===== src/rtl/csr_gate_pkg.sv =====
package csr_gate_pkg;
  localparam int CMD_W  = 32;
  localparam int ADDR_W = 7;
  localparam int DATA_W = 16;

  localparam logic [ADDR_W-1:0] A_KEY   = 7'h00;
  localparam logic [ADDR_W-1:0] A_DWELL = 7'h01;
  localparam logic [ADDR_W-1:0] A_CTRL  = 7'h02;
  localparam logic [ADDR_W-1:0] A_STAT  = 7'h03;
  localparam logic [ADDR_W-1:0] A_REV   = 7'h7F;

  // encodings are the values read back from the key register
  typedef enum logic [1:0] {
    KEY_SHUT = 2'b00,
    KEY_HALF = 2'b01,
    KEY_OPEN = 2'b11
  } key_e;

  typedef struct packed {
    logic              wr;
    logic [ADDR_W-1:0] addr;
    logic [DATA_W-1:0] data;
  } cmd_t;

  // field extraction, bits 23..16 are dropped
  function automatic cmd_t split_cmd(input logic [CMD_W-1:0] w);
    cmd_t c;
    c.wr   = w[CMD_W-1];
    c.addr = w[CMD_W-2 -: ADDR_W];
    c.data = w[DATA_W-1:0];
    return c;
  endfunction

  // next key state on a write to the key register
  function automatic key_e key_step(input key_e cur, input logic [DATA_W-1:0] d,
                                    input logic [DATA_W-1:0] k1, input logic [DATA_W-1:0] k2);
    if (d == k1)                          return KEY_HALF;
    else if (d == k2 && cur == KEY_HALF)  return KEY_OPEN;
    else                                  return KEY_SHUT;
  endfunction

  function automatic logic [DATA_W-1:0] key_view(input key_e s);
    return {{(DATA_W-2){1'b0}}, s};
  endfunction
endpackage


===== src/rtl/bit_sync.sv =====
module bit_sync #(
  parameter int   STAGES  = 2,
  parameter logic RST_VAL = 1'b0
) (
  input  logic clk,
  input  logic rst_n,
  input  logic d,
  output logic q
);
  logic [STAGES-1:0] chain;

  always_ff @(posedge clk or negedge rst_n) begin
    if (!rst_n) chain <= {STAGES{RST_VAL}};
    else        chain <= {chain[STAGES-2:0], d};
  end

  assign q = chain[STAGES-1];
endmodule


===== src/rtl/spi_word_port.sv =====
module spi_word_port #(
  parameter int FRAME_BITS  = 32,
  parameter int SYNC_STAGES = 2,
  parameter int RESP_W      = 16
) (
  input  logic                  clk,
  input  logic                  rst_n,
  input  logic                  sck,
  input  logic                  cs_n,
  input  logic                  mosi,
  output logic                  miso,
  input  logic [RESP_W-1:0]     resp_data,
  output logic                  word_valid,
  output logic [FRAME_BITS-1:0] word
);
  localparam int CNT_MAX = FRAME_BITS + 1;
  localparam int CNT_W   = $clog2(CNT_MAX + 1);

  logic sck_s, cs_s, mosi_s;
  logic sck_d, cs_d;

  bit_sync #(.STAGES(SYNC_STAGES), .RST_VAL(1'b0)) u_sck  (.clk(clk), .rst_n(rst_n), .d(sck),  .q(sck_s));
  bit_sync #(.STAGES(SYNC_STAGES), .RST_VAL(1'b1)) u_cs   (.clk(clk), .rst_n(rst_n), .d(cs_n), .q(cs_s));
  bit_sync #(.STAGES(SYNC_STAGES), .RST_VAL(1'b0)) u_mosi (.clk(clk), .rst_n(rst_n), .d(mosi), .q(mosi_s));

  always_ff @(posedge clk or negedge rst_n) begin
    if (!rst_n) begin
      sck_d <= 1'b0;
      cs_d  <= 1'b1;
    end else begin
      sck_d <= sck_s;
      cs_d  <= cs_s;
    end
  end

  // named events for the assertions
  logic in_frame, sck_rise, sck_fall, frame_start, frame_end;
  assign in_frame    = ~cs_s;
  assign sck_rise    = in_frame & sck_s & ~sck_d;
  assign sck_fall    = in_frame & ~sck_s & sck_d;
  assign frame_start = ~cs_s & cs_d;
  assign frame_end   = cs_s & ~cs_d;

  logic [CNT_W-1:0]      bit_cnt;
  logic [FRAME_BITS-1:0] rx_sr, tx_sr;
  logic                  len_ok;

  assign len_ok = (bit_cnt == CNT_W'(FRAME_BITS));

  always_ff @(posedge clk or negedge rst_n) begin
    if (!rst_n) begin
      bit_cnt    <= '0;
      rx_sr      <= '0;
      tx_sr      <= '0;
      word_valid <= 1'b0;
    end else begin
      word_valid <= frame_end & len_ok;
      if (frame_start) begin
        bit_cnt <= '0;
        rx_sr   <= '0;
        tx_sr   <= {{(FRAME_BITS-RESP_W){1'b0}}, resp_data};
      end else begin
        if (sck_rise) begin
          rx_sr <= {rx_sr[FRAME_BITS-2:0], mosi_s};
          if (bit_cnt != CNT_W'(CNT_MAX)) bit_cnt <= bit_cnt + 1'b1;
        end
        if (sck_fall) tx_sr <= {tx_sr[FRAME_BITS-2:0], 1'b0};
      end
    end
  end

  assign word = rx_sr;
  assign miso = tx_sr[FRAME_BITS-1];

  // shifter moves only at frame start or an SCK falling edge
  a_r2_tx_hold: assert property (@(posedge clk) disable iff (!rst_n)
    (!frame_start && !sck_fall) |=> $stable(tx_sr));
  // freshly loaded response has a zero upper half
  a_r2_upper_zero: assert property (@(posedge clk) disable iff (!rst_n)
    frame_start |=> (tx_sr[FRAME_BITS-1:RESP_W] == '0));
  // a word is only delivered once chip select is released
  a_r10_valid_idle: assert property (@(posedge clk) disable iff (!rst_n)
    word_valid |-> cs_s);
endmodule


===== src/rtl/csr_key_seq.sv =====
module csr_key_seq
  import csr_gate_pkg::*;
#(
  parameter logic [DATA_W-1:0] KEY_FIRST  = 16'hA569,
  parameter logic [DATA_W-1:0] KEY_SECOND = 16'h1248
) (
  input  logic              clk,
  input  logic              rst_n,
  input  logic              key_wr,
  input  logic [DATA_W-1:0] key_data,
  output key_e              key_state,
  output logic              wr_open
);
  always_ff @(posedge clk or negedge rst_n) begin
    if (!rst_n)      key_state <= KEY_SHUT;
    else if (key_wr) key_state <= key_step(key_state, key_data, KEY_FIRST, KEY_SECOND);
  end

  assign wr_open = (key_state == KEY_OPEN);

  a_r4_first_word: assert property (@(posedge clk) disable iff (!rst_n)
    (key_wr && key_data == KEY_FIRST) |=> key_state == KEY_HALF);
  a_r5_second_word: assert property (@(posedge clk) disable iff (!rst_n)
    (key_wr && key_data == KEY_SECOND && key_state == KEY_HALF) |=> key_state == KEY_OPEN);
  a_r5_cancel: assert property (@(posedge clk) disable iff (!rst_n)
    (key_wr && key_data != KEY_FIRST && !(key_data == KEY_SECOND && key_state == KEY_HALF))
      |=> key_state == KEY_SHUT);
  a_r3_hold: assert property (@(posedge clk) disable iff (!rst_n)
    !key_wr |=> $stable(key_state));
endmodule


===== src/rtl/csr_store.sv =====
module csr_store
  import csr_gate_pkg::*;
#(
  parameter int                DWELL_W  = 10,
  parameter int                CTRL_LSB = 12,
  parameter int                CTRL_W   = 4,
  parameter logic [DATA_W-1:0] REVISION = 16'h0107
) (
  input  logic              clk,
  input  logic              rst_n,
  input  logic              cmd_valid,
  input  cmd_t              cmd,
  input  logic              wr_open,
  input  key_e              key_state,
  input  logic [DATA_W-1:0] status_in,
  input  logic [ADDR_W-1:0] rd_addr,
  output logic [DATA_W-1:0] rd_data,
  output logic [DWELL_W-1:0] dwell_q,
  output logic [CTRL_W-1:0]  ctrl_q
);
  logic wr_go;
  assign wr_go = cmd_valid & cmd.wr & wr_open;

  always_ff @(posedge clk or negedge rst_n) begin
    if (!rst_n) begin
      dwell_q <= '0;
      ctrl_q  <= '0;
    end else if (wr_go) begin
      if (cmd.addr == A_DWELL) dwell_q <= cmd.data[DWELL_W-1:0];
      if (cmd.addr == A_CTRL)  ctrl_q  <= cmd.data[CTRL_LSB +: CTRL_W];
    end
  end

  always_comb begin
    rd_data = '0;
    case (rd_addr)
      A_KEY:   rd_data = key_view(key_state);
      A_DWELL: rd_data[DWELL_W-1:0] = dwell_q;
      A_CTRL:  rd_data[CTRL_LSB +: CTRL_W] = ctrl_q;
      A_STAT:  rd_data = status_in;
      A_REV:   rd_data = REVISION;
      default: rd_data = '0;
    endcase
  end

  // a write while not unlocked leaves storage untouched
  a_r6_locked_write: assert property (@(posedge clk) disable iff (!rst_n)
    (cmd_valid && cmd.wr && !wr_open) |=> ($stable(dwell_q) && $stable(ctrl_q)));
  // writes to other addresses never move storage
  a_r9_other_addr: assert property (@(posedge clk) disable iff (!rst_n)
    (cmd_valid && cmd.addr != A_DWELL && cmd.addr != A_CTRL) |=> ($stable(dwell_q) && $stable(ctrl_q)));
endmodule


===== src/rtl/csr_spi_gate.sv =====
module csr_spi_gate
  import csr_gate_pkg::*;
#(
  parameter int                FRAME_BITS  = 32,
  parameter int                SYNC_STAGES = 2,
  parameter int                DWELL_W     = 10,
  parameter int                CTRL_W      = 4,
  parameter logic [15:0]       REVISION    = 16'h0107,
  parameter logic [15:0]       KEY_FIRST   = 16'hA569,
  parameter logic [15:0]       KEY_SECOND  = 16'h1248
) (
  input  logic               clk,
  input  logic               rst_n,
  input  logic               spi_sck,
  input  logic               spi_cs_n,
  input  logic               spi_mosi,
  output logic               spi_miso,
  input  logic [15:0]        status_in,
  output logic [DWELL_W-1:0] dwell_q,
  output logic [CTRL_W-1:0]  ctrl_q
);
  localparam int CTRL_LSB = DATA_W - CTRL_W;

  logic                  word_valid;
  logic [FRAME_BITS-1:0] word;
  logic [DATA_W-1:0]     rd_data;
  logic [ADDR_W-1:0]     last_addr;
  cmd_t                  cmd;
  key_e                  key_state;
  logic                  wr_open, key_wr;

  spi_word_port #(.FRAME_BITS(FRAME_BITS), .SYNC_STAGES(SYNC_STAGES), .RESP_W(DATA_W)) u_port (
    .clk(clk), .rst_n(rst_n), .sck(spi_sck), .cs_n(spi_cs_n), .mosi(spi_mosi),
    .miso(spi_miso), .resp_data(rd_data), .word_valid(word_valid), .word(word));

  assign cmd    = split_cmd(word[CMD_W-1:0]);
  assign key_wr = word_valid & cmd.wr & (cmd.addr == A_KEY);

  csr_key_seq #(.KEY_FIRST(KEY_FIRST), .KEY_SECOND(KEY_SECOND)) u_key (
    .clk(clk), .rst_n(rst_n), .key_wr(key_wr), .key_data(cmd.data),
    .key_state(key_state), .wr_open(wr_open));

  csr_store #(.DWELL_W(DWELL_W), .CTRL_LSB(CTRL_LSB), .CTRL_W(CTRL_W), .REVISION(REVISION)) u_store (
    .clk(clk), .rst_n(rst_n), .cmd_valid(word_valid), .cmd(cmd), .wr_open(wr_open),
    .key_state(key_state), .status_in(status_in), .rd_addr(last_addr), .rd_data(rd_data),
    .dwell_q(dwell_q), .ctrl_q(ctrl_q));

  // address reported by the next response frame
  always_ff @(posedge clk or negedge rst_n) begin
    if (!rst_n)          last_addr <= A_KEY;
    else if (word_valid) last_addr <= cmd.addr;
  end

  // the response follows the most recently accepted command
  a_r2_addr_track: assert property (@(posedge clk) disable iff (!rst_n)
    word_valid |=> last_addr == $past(cmd.addr));
  // without an accepted word the reported address holds
  a_r10_addr_hold: assert property (@(posedge clk) disable iff (!rst_n)
    !word_valid |=> $stable(last_addr));
endmodule


===== config.mk =====
export PLATFORM = sky130hd
export DESIGN_NAME = csr_spi_gate
export DESIGN_NICKNAME = d
export VERILOG_FILES = /design/src/rtl/csr_gate_pkg.sv /design/src/rtl/bit_sync.sv /design/src/rtl/spi_word_port.sv /design/src/rtl/csr_key_seq.sv /design/src/rtl/csr_store.sv /design/src/rtl/csr_spi_gate.sv
export SDC_FILE = /design/constraint.sdc
export NUM_CORES = 1
export LEC_CHECK = 0
export CAP_MARGIN = 30
export CORE_MARGIN = 2
export CORE_UTILIZATION = 30
export CTS_CLUSTER_DIAMETER = 80
export DETAILED_ROUTE_END_ITERATION = 16
export PLACE_DENSITY = 0.56
export SLEW_MARGIN = 20
export SYNTH_ARGS = -nofsm -noshare
export SYNTH_HDL_FRONTEND = slang
export SYNTH_SLANG_ARGS = --single-unit

===== constraint.sdc =====
create_clock -name clk -period 1.9 [get_ports clk]
set_input_delay 0.38 -clock clk [delete_from_list [all_inputs] [get_ports clk]]
set_output_delay 0.38 -clock clk [all_outputs]
set_load 0.005 [all_outputs]

* Word-level counts from Yosys, hierarchy flattened *
Cells that the tools add are included.

operators by class
  reduce and logical (&&, ||, !) cells = 9
  $add $sub $neg = 1
  muxes and demuxes = 12
  equal/unequal tests = 12
  bitwise logic cells = 14

operators by type and width
  operator                                                           number
  32-bit 2-to-1 mux                                                  4
  10-bit case mux with 4 select lines                                1
  7-bit by 2-bit == test with 1-bit output, second input constant    3
  6-bit 2-to-1 mux                                                   3
  16-bit by 13-bit == test with 1-bit output, second input constant  1
  16-bit == test, second input constant                              1
  7-bit by 1-bit == test with 1-bit output, second input constant    2
  7-bit zero test                                                    2
  1-bit AND                                                          10
  4-bit case mux with 2 select lines                                 1
  7-bit == test, second input constant                               1
  6-bit by 1-bit adder with 6-bit output, second input constant      1
  6-bit == test, second input constant                               1
  2-bit 2-to-1 mux                                                   3
  6-bit != test, second input constant                               1
  2-bit AND reduction                                                3
  2-bit nonzero test                                                 3
  1-bit NOT                                                          4
  2-bit by 1-bit == test with 1-bit output, second input constant    1
  2-bit == test, second input constant                               1
  1-bit logical AND                                                  1

storage, ports and cells
  register bits = 102
  logic and storage cells = 61
  output and inout port bits = 15

* Logic depth before layout (Yosys ltp) *
Gate-level depths: netlist (run 1).

  depth after elaboration = 5
  depth in mapped cells = 6

* Cells and area by module *
From an unflattened synthesis (run 1), not the netlist that was laid out.

unflattened totals
  cell total of the unflattened synthesis = 434
  area, all modules = 4605.7 µm²

by module, submodules not included
  module                         area an instance (µm²)  sequential area each (µm²)  instances  cells an instance
  spi_word_port                  3133.0                  1828.0                      1          325
  csr_store                      862.1                   350.3                       1          68
  csr_spi_gate                   290.3                   175.2                       1          18
  csr_key_seq                    167.7                   50.0                        1          17
  bit_sync at u_port.u_mosi ...  50.0                    50.0                        2          2
  bit_sync at u_port.u_cs        52.6                    52.6                        1          2

* Worst setup path after synthesis (run 1) *
OpenSTA, ideal clock, no wires.

  path kind = reg-to-reg
  start point = reg u_port.rx_sr[29] (netlist: u_port.word[29])
  end point = reg u_store.dwell_q[0]
  path buffers = 1
  arrival = 1.627 ns
  path slack = 0.148 ns
  cell stages (with the launch flop) = 6
  library setup time = 0.125 ns
  cells stage by stage = dfrtp_1 > nor3_2 > nand4_1 > or4_1 > buf_6 > mux2_4

between the ends
  cells in the longest elaborated chain, start to end = 2

ends and longest elaborated chain
  what                                      RTL line             RTL
  from (decl)                               spi_word_port.sv:45  logic [FRAME_BITS-1:0] rx_sr, tx_sr;
  from (signal assigned)                    spi_word_port.sv:64  rx_sr <= {rx_sr[FRAME_BITS-2:0], mosi_s};
  7-bit by 1-bit == test with 1-bit output  csr_store.sv:29      if (cmd.addr == A_DWELL) dwell_q <= cmd.data[DWELL_W-1:0];
  2-bit AND reduction (no line)             --
  to (signal assigned)                      csr_store.sv:29
  to (decl)                                 csr_store.sv:18      output logic [DWELL_W-1:0] dwell_q,

Every way passes these cells.
A chain may end at the register's enable or synchronous reset.

* Worst setup path after layout (run 1) *
  start point = reg u_port.rx_sr[28] (netlist: u_port.word[28])
  end point = reg u_store.dwell_q[9]

Same word-level chain as after synthesis.

==> metrics.txt, run 1 <==
run status complete, no violations; total detailed-routing wirelength 10500 um; remaining max-slew budget at the tightest pin 54.8%; starting utilization of the core area 30.3%; commonest non-fill, non-tap cells in the layout nand2_1 (100), dfrtp_1 (99), a21oi_1 (38); cells taking the most area after synthesis dfrtp_1 (54%), nand2_1 (8.2%), a21oi_1 (4.2%); Top FF cell, synth dfrtp_1; initial antenna violation count 0; Yosys top cell by area dfrtp_1; Port Buffers 35; max-slew violation total from the final report 0; antenna-violating nets left 0; largest family of logic cells by synthesized area simple AND/OR/NAND/NOR gates; Total Neg Setup Slack 0 ns; CP startpoint kind flop; proportion of layout cells with a drive suffix above 1 16.4%; Post-synth EDFFs 0; Fin Clk Skew 0.00883 ns; Chip Width between 100 and 150 um; count of H-tree levels built during CTS 3; proportion of netlist area held by the largest area contributor a little over half; Skew-Pair Late Insertion Delay approximately 0.35 ns; average footprint of a synthesized cell around 10 sq um; most common library cell in the layout ignoring fill and taps nand2_1; critical path data arrival time between 2 and 2.5 ns; PnR Total Power 0.00475 W; setup slack of the critical path after layout around 0.08 ns; Placed Instance Area 5240 sq um; Critical Path, Cell by Cell nor3_2 -> nand4_1 -> or4_4 -> buf_4 -> mux2_4; pin count of the biggest net entering global routing 40; post-synthesis compound-gate area fraction between 10% and 20%; non-filler instance count after layout 670; vias in the first global route 3392; peak per-stage delay on the critical path 0.46 ns; detailed-routing iteration count for the pre-antenna-repair pass 4; Simple-Gate Fraction of Synth Area a little under a fifth; root buffer selected by CTS clkbuf_16; post-synthesis adder-cell area fraction 0.823%; clock tree from TritonCTS built; maximum clock frequency between 500 and 600 MHz; biggest fanout along the worst timing path 5; data required time of the critical path 2.13 ns; total core area 15000 sq um; Synth Warn # 0; family of cells with the greatest summed delay on the critical path simple AND/OR/NAND/NOR gates; max capacitance violation total 0; residual DRC count 0; Crit. End Element flop; Setup WS pre-CTS 0.0294 ns; # nets final about 500; global-route total usage across every layer 13.9%; Cells after Synth 437; area share of xor/xnor cells in the synthesized design less than 1%; wire per inst 15.7 um; leakage power figure ~2.4 nW; final weighted congestion in routability-driven placement just over 0.8; final worst path period need 1.82 ns; number of vias per cell after detailed routing between 4 and 5; cell area after technology mapping around 4600 sq um; worst hold path type in2async; number of buffers inserted by post-CTS setup repair 0; Initial DRC Count roughly 310; RSZ-0062 raised after global routing false; flip-flop and latch count after synthesis 102; maximum clock insertion buffer count 2; # placed instances roughly 650; worst slew pin tran just under 0.7 ns; sum of buffers and inverters on the critical path 1; async set-reset flop share out of synthesis 100%; clock buffers created by TritonCTS 9; grt ovf 0; I/O pin count 36; number of distinct library cell variants in the gate-level netlist after synthesis between 50 and 60; classification of the worst setup path reg2reg; Final setup violation count 0; Cell Rows 45; slowest cell on the critical path or4_4; final design area excluding fillers 5600 sq um; placed wire-length estimate around 7200 um; worst voltage drop across the vdd grid roughly 0.38 mV; number of nets in the synthesized netlist 461; share of cell area taken by muxes after synthesis 9.22%; portion of the clock cycle consumed by the worst path in the final layout between 90% and 100%; count of antenna diodes in the layout 0; global-route wire length before repair about 18000 um; clock sink total between 100 and 150; vias post-DR around 3300; full die area ~16000 sq um; area growth from synthesis to layout 22.9%; Power per Cell Area roughly 850 nW/um^2; height of the die roughly 130 um; number of hold-slack violations in the final timing report 0; clock transition at the registers of the reported paths around 0.07 ns; share of the yosys chip area belonging to registers a little under three fifths
[Yosys cell counts, drive strengths merged (5+ instances only)]
cell type  number
nand3          15
nor2           11
mux2           26
inv             9
nand2         100
nand4           8
mux2i           9
nor3b           8
nand3b         11
a22oi           6
o21ai          17
buf             5
dfrtp          99
a21oi          38
clkbuf         25
[area by class of cell]
class | count | area, sq um
Tap cell | 188 | 235
Clock buffer | 11 | 243
Timing Repair Buffer | 60 | 564
Sequential cell | 102 | 2560
Fill cell | 1454 | 9430
Multi-Input combinational cell | 296 | 1880
Inverter | 9 | 33.8
Clock inverter | 4 | 95.1
[state kept, by name, indices dropped and copies added, names as in the netlist]
| signal | flops |
|---|---|
| u_port.cs_d | 1 |
| u_port.u_cs.chain | 2 |
| u_port.u_sck.chain | 2 |
| u_store.ctrl_q | 4 |
| u_port.word_valid | 1 |
| u_port.tx_sr | 32 |
| last_addr | 7 |
| u_port.sck_d | 1 |
| u_port.bit_cnt | 6 |
| u_port.u_mosi.chain | 2 |
| u_key.key_state | 2 |
| u_port.word | 32 |
| u_store.dwell_q | 10 |
[through the flow]
stage / util (%) / hold WS [ns]
2_1_floorplan: - / 0.0844
3_3_place_gp: 34.8 / 0.334
3_5_place_dp: 34.8 / 0.336
4_1_cts: 37.1 / 0.0137
5_1_grt: 37.3 / 0.0516
6_report: 37.3 / 0.00450
[power by group]
group / internal, W / switching, W
Combinational: 0.000144 / 0.000201
Clock: 0.00131 / 0.000786
Sequential: 0.00225 / 0.0000591
Total: 0.00370 / 0.00105
[cell families (layout without fill, tap and decap cells)]
group           Yosys count  after routing
simple gates            174            174
flops                   102            102
compound gates           81             81
buf+inv                  39             84
mux                      35             35
fa+ha+maj                 3              3
xor+xnor                  3              3
[final timing paths]
kind	startpoint	to	slack, ns	depth (start not counted)
setup / recovery	u_port.word[28]$_DFFE_PN0P_	u_store.dwell_q[9]$_DFFE_PN0P_	0.08	5
hold / removal	rst_n	u_port.tx_sr[31]$_DFFE_PN0P_	0.005	1
setup reg to reg	u_port.word[28]$_DFFE_PN0P_	u_store.dwell_q[9]$_DFFE_PN0P_	0.08	5
hold reg to reg	u_port.u_mosi.chain[0]$_DFF_PN0_	u_port.u_mosi.chain[1]$_DFF_PN0_	0.35	0
max in group asynchronous	rst_n	u_port.word[28]$_DFFE_PN0P_	1.34	2
min in group clk	u_port.u_mosi.chain[0]$_DFF_PN0_	u_port.u_mosi.chain[1]$_DFF_PN0_	0.35	0
[metal layers]
metal | global-route usage [%] | routed length [um] | vias up
met3 | 2.51 | 290 | 16
met5 | 0 | 0 | -
met4 | 6.33 | 258 | 0
met2 | 22.7 | 5110 | 63
li1 | - | - | 1608
met1 | 17.9 | 4850 | 1652
[what timing repair did]
item / 4_1_cts / 5_1_grt
pin swaps: 0 / 3
endpoints found under the hold margin: 0 / 0
hold buffers: 0 / 0
gates cloned: 0 / 1
resized for setup: 1 / 5
setup endpoints to repair: 1 / 11
Power figures use the tool's default switching activity.
==> run 2: changes to the inputs <==
--- a/config.mk
+++ b/config.mk
@@ -5,12 +5,13 @@
 export SDC_FILE = /design/constraint.sdc
 export NUM_CORES = 1
 export LEC_CHECK = 0
+export ABC_AREA = 1
 export CAP_MARGIN = 30
 export CORE_MARGIN = 2
 export CORE_UTILIZATION = 30
 export CTS_CLUSTER_DIAMETER = 80
 export DETAILED_ROUTE_END_ITERATION = 16
-export PLACE_DENSITY = 0.56
+export PLACE_DENSITY = 0.55
 export SLEW_MARGIN = 20
 export SYNTH_ARGS = -nofsm -noshare
 export SYNTH_HDL_FRONTEND = slang
==> constraint.sdc (replaced) <==
create_clock -name clk -period 1.95 [get_ports clk]
set_input_delay 0.39 -clock clk [delete_from_list [all_inputs] [get_ports clk]]
set_output_delay 0.39 -clock clk [all_outputs]
set_load 0.005 [all_outputs]
==> run 2 against run 1 <==
  * Worst setup slack better by 0.11 ns
  * Non-clock buffer count shrank 12
  * Utilization decreased by 1.2 points
  * Clock skew fell by 0.0045 ns
  * Via count up 7.8%
  * Sequential cell count stayed put
  * Largest cell class unchanged
  * Largest power group unchanged
  * Highest routed layer unchanged
==> metrics.txt, run 2 <==
biggest fanout along the worst timing path 17 (was 5); vias post-DR 3599 (was 3339); most common library cell in the layout ignoring fill and taps dfrtp_1 (was nand2_1); pin count of the biggest net entering global routing 38 (was 40); family of cells with the greatest summed delay on the critical path simple AND/OR/NAND/NOR gates (unchanged); portion of the clock cycle consumed by the worst path in the final layout 90.2% (was 95.7%); proportion of netlist area held by the largest area contributor 54.4% (was 54.3%); critical path data arrival time 2.04 ns (was 2.05 ns); global-route wire length before repair 18000 um (was 17600 um); Skew-Pair Late Insertion Delay 0.34 ns (was 0.35 ns); flip-flop and latch count after synthesis 102 (unchanged); proportion of layout cells with a drive suffix above 1 8.97% (was 16.4%); clock transition at the registers of the reported paths 0.07 ns (about the same); number of distinct library cell variants in the gate-level netlist after synthesis 37 (was 51); # fillers 1517 (was 1454); max-slew violation total from the final report 0 (unchanged); Synth Warn # 0 (unchanged); CP startpoint kind flop (unchanged); antenna-violating nets left 0 (unchanged); run status complete, no violations (unchanged); final worst path period need 1.76 ns (was 1.82 ns); total core area 15000 sq um (unchanged); full die area 16200 sq um (about the same); leakage power figure 2.37 nW (was 2.44 nW); count of antenna diodes in the layout 0 (unchanged); Yosys top cell by area dfrtp_1 (unchanged); max capacitance violation total 0 (unchanged); Fin Clk Skew 0.00433 ns (was 0.00883 ns); area growth from synthesis to layout 18.9% (was 22.9%); Port Buffers 35 (unchanged); root buffer selected by CTS clkbuf_16 (unchanged); slowest cell on the critical path dfstp_2 (was or4_4); clock tree from TritonCTS built (unchanged); classification of the worst setup path reg2reg (unchanged); number of hold-slack violations in the final timing report 0 (unchanged); Initial DRC Count 211 (was 313); Top FF cell, synth dfrtp_1 (unchanged); initial antenna violation count 0 (unchanged); Critical Path, Cell by Cell inv_2 -> nor2_4 -> inv_6 -> nand2_4 -> nand2_2 -> o21ai_0 -> nand2_1 -> nor2_1 (was nor3_2 -> nand4_1 -> or4_4 -> buf_4 -> mux2_4); count of H-tree levels built during CTS 3 (unchanged); starting utilization of the core area 30.3% (about the same); # nets final 565 (was 502); worst voltage drop across the vdd grid 0.448 mV (was 0.380 mV); worst hold path type in2async (unchanged); Cell Rows 45 (unchanged); cell area after technology mapping 4560 sq um (about the same); global-route total usage across every layer 13.9% (about the same); vias in the first global route 3641 (was 3392); worst slew pin tran 0.508 ns (was 0.678 ns); hold_buf cts 0 (unchanged); height of the die 127 um (about the same); Power per Cell Area 843 nW/um^2 (was 848 nW/um^2); non-filler instance count after layout 734 (was 670); final weighted congestion in routability-driven placement 0.792 (was 0.808); peak per-stage delay on the critical path 0.52 ns (was 0.46 ns); maximum clock frequency 568 MHz (was 550 MHz); wire per inst 14.3 um (was 15.7 um); share of the yosys chip area belonging to registers 56.1% (was 56.0%); count leader, synth dfrtp_1 (was nand2_1); async set-reset flop share out of synthesis 100% (unchanged); residual DRC count 0 (unchanged); clock buffers created by TritonCTS 9 (unchanged); number of gates resized after cts 0 (was 1); grt ovf 0 (unchanged); number of vias per cell after detailed routing 4.90 (was 4.98); Final setup violation count 0 (unchanged); number of buffers inserted by post-CTS setup repair 0 (unchanged); remaining max-slew budget at the tightest pin 66.2% (was 54.8%); # placed instances 718 (was 654); clock sink total 102 (unchanged); RSZ-0062 raised after global routing false (unchanged); most frequent cells after synthesis dfrtp_1 (99), nand2_1 (95), inv_1 (61) (was nand2_1 (100), dfrtp_1 (99), a21oi_1 (38)); commonest non-fill, non-tap cells in the layout dfrtp_1 (99), nand2_1 (95), inv_1 (61) (was nand2_1 (100), dfrtp_1 (99), a21oi_1 (38)); Cells after Synth 504 (was 437); Crit. End Element flop (unchanged); maximum clock insertion buffer count 2 (unchanged); data required time of the critical path 2.23 ns (was 2.13 ns); average footprint of a synthesized cell 9.04 sq um (was 10.4 sq um); cells taking the most area after synthesis dfrtp_1 (54%), nand2_1 (7.8%), nand3_1 (6.6%) (was dfrtp_1 (54%), nand2_1 (8.2%), a21oi_1 (4.2%)); total detailed-routing wirelength 10500 um (about the same); I/O pin count 36 (unchanged); Post-synth EDFFs 0 (unchanged); Chip Width 127 um (about the same); number of nets in the synthesized netlist 528 (was 461); detailed-routing iteration count for the pre-antenna-repair pass 4 (unchanged); sum of buffers and inverters on the critical path 2 (was 1); placed wire-length estimate 7490 um (was 7210 um); Total Neg Setup Slack 0 ns (unchanged)
## run 2: through the flow
| stage | setup slack [ns] | power [W] | area [sq um] | hold WS (ns) | util [%] |
|---|---|---|---|---|---|
| floorplan | 0.557 | 0.00254 | 4560 | 0.0944 | - |
| global placement | 0.229 | 0.00268 | 5100 | 0.338 | 33.9 |
| detailed placement | 0.196 | 0.00269 | 5100 | 0.338 | 33.9 |
| CTS | 0.180 | 0.00463 | 5420 | 0.0325 | 36.0 |
| global route | 0.0538 | 0.00476 | 5420 | 0.0574 | 36.0 |
| finish | 0.191 | 0.00457 | 5420 | 0.0112 | 36.0 |
## run 2: metal layers
metal	vias up	routed length (um)	track usage, %
met5	-	0	0
met4	0	203	5.30
met3	15	336	2.60
met2	67	4940	22.3
met1	1770	5040	18.9
li1	1747	-	-
## run 2: path summary, 6_finish.rpt
kind | from | end | slack (ns) | cells past startpoint
worst min-delay path | rst_n | u_store.dwell_q[1]$_DFFE_PN0P_ | 0.01 | 1
worst min register to register | u_port.u_mosi.chain[0]$_DFF_PN0_ | u_port.u_mosi.chain[1]$_DFF_PN0_ | 0.35 | 0
worst max-delay path | u_port.cs_d$_DFF_PN1_ | u_port.bit_cnt[3]$_DFFE_PN0P_ | 0.19 | 8
worst max register to register | u_port.cs_d$_DFF_PN1_ | u_port.bit_cnt[3]$_DFFE_PN0P_ | 0.19 | 8
max in group asynchronous | rst_n | u_port.u_cs.chain[0]$_DFF_PN1_ | 1.29 | 2
min in group clk | u_port.u_mosi.chain[0]$_DFF_PN0_ | u_port.u_mosi.chain[1]$_DFF_PN0_ | 0.35 | 0
## run 2: layout make-up
cell class | count | area (sq um) | share of cell area (%)
Multi-Input combinational cell | 314 | 1600 | 29.5
Tap cell | 188 | 235 | 4.34
Inverter | 66 | 253 | 4.66
Clock inverter | 4 | 70.1 | 1.29
Sequential cell | 102 | 2560 | 47.2
Clock buffer | 12 | 246 | 4.55
Timing Repair Buffer | 48 | 458 | 8.45
## run 2: worst register-to-register path: stages (launching register included)
cell	delay, ns
dfstp_2	0.52
inv_2	0.06
nor2_4	0.29
inv_6	0.08
nand2_4	0.20
nand2_2	0.20
o21ai_0	0.20
nand2_1	0.06
nor2_1	0.08
## run 2: where the power goes
group / internal [W] / total (W) / leakage [nW] / switching, W
sequential: 0.00220 / 0.00226 / 1.37 / 0.0000647
combinational: 0.000142 / 0.000385 / 0.837 / 0.000243
clock: 0.00116 / 0.00192 / 0.157 / 0.000764
total: 0.00350 / 0.00457 / 2.37 / 0.00107
## run 2: cells by family (layout without fill, tap and decap cells)
family / Yosys count / count (layout) / synth area share [%]
and+or+nand+nor: 204 / 204 / 20.6
AOI/OAI and AO/OA: 105 / 105 / 13.3
DFF: 102 / 102 / 56.1
buffers and inverters: 88 / 130 / 8.79
adders and majority gates: 3 / 3 / 0.824
xor gates and xnor gates: 2 / 2 / 0.384
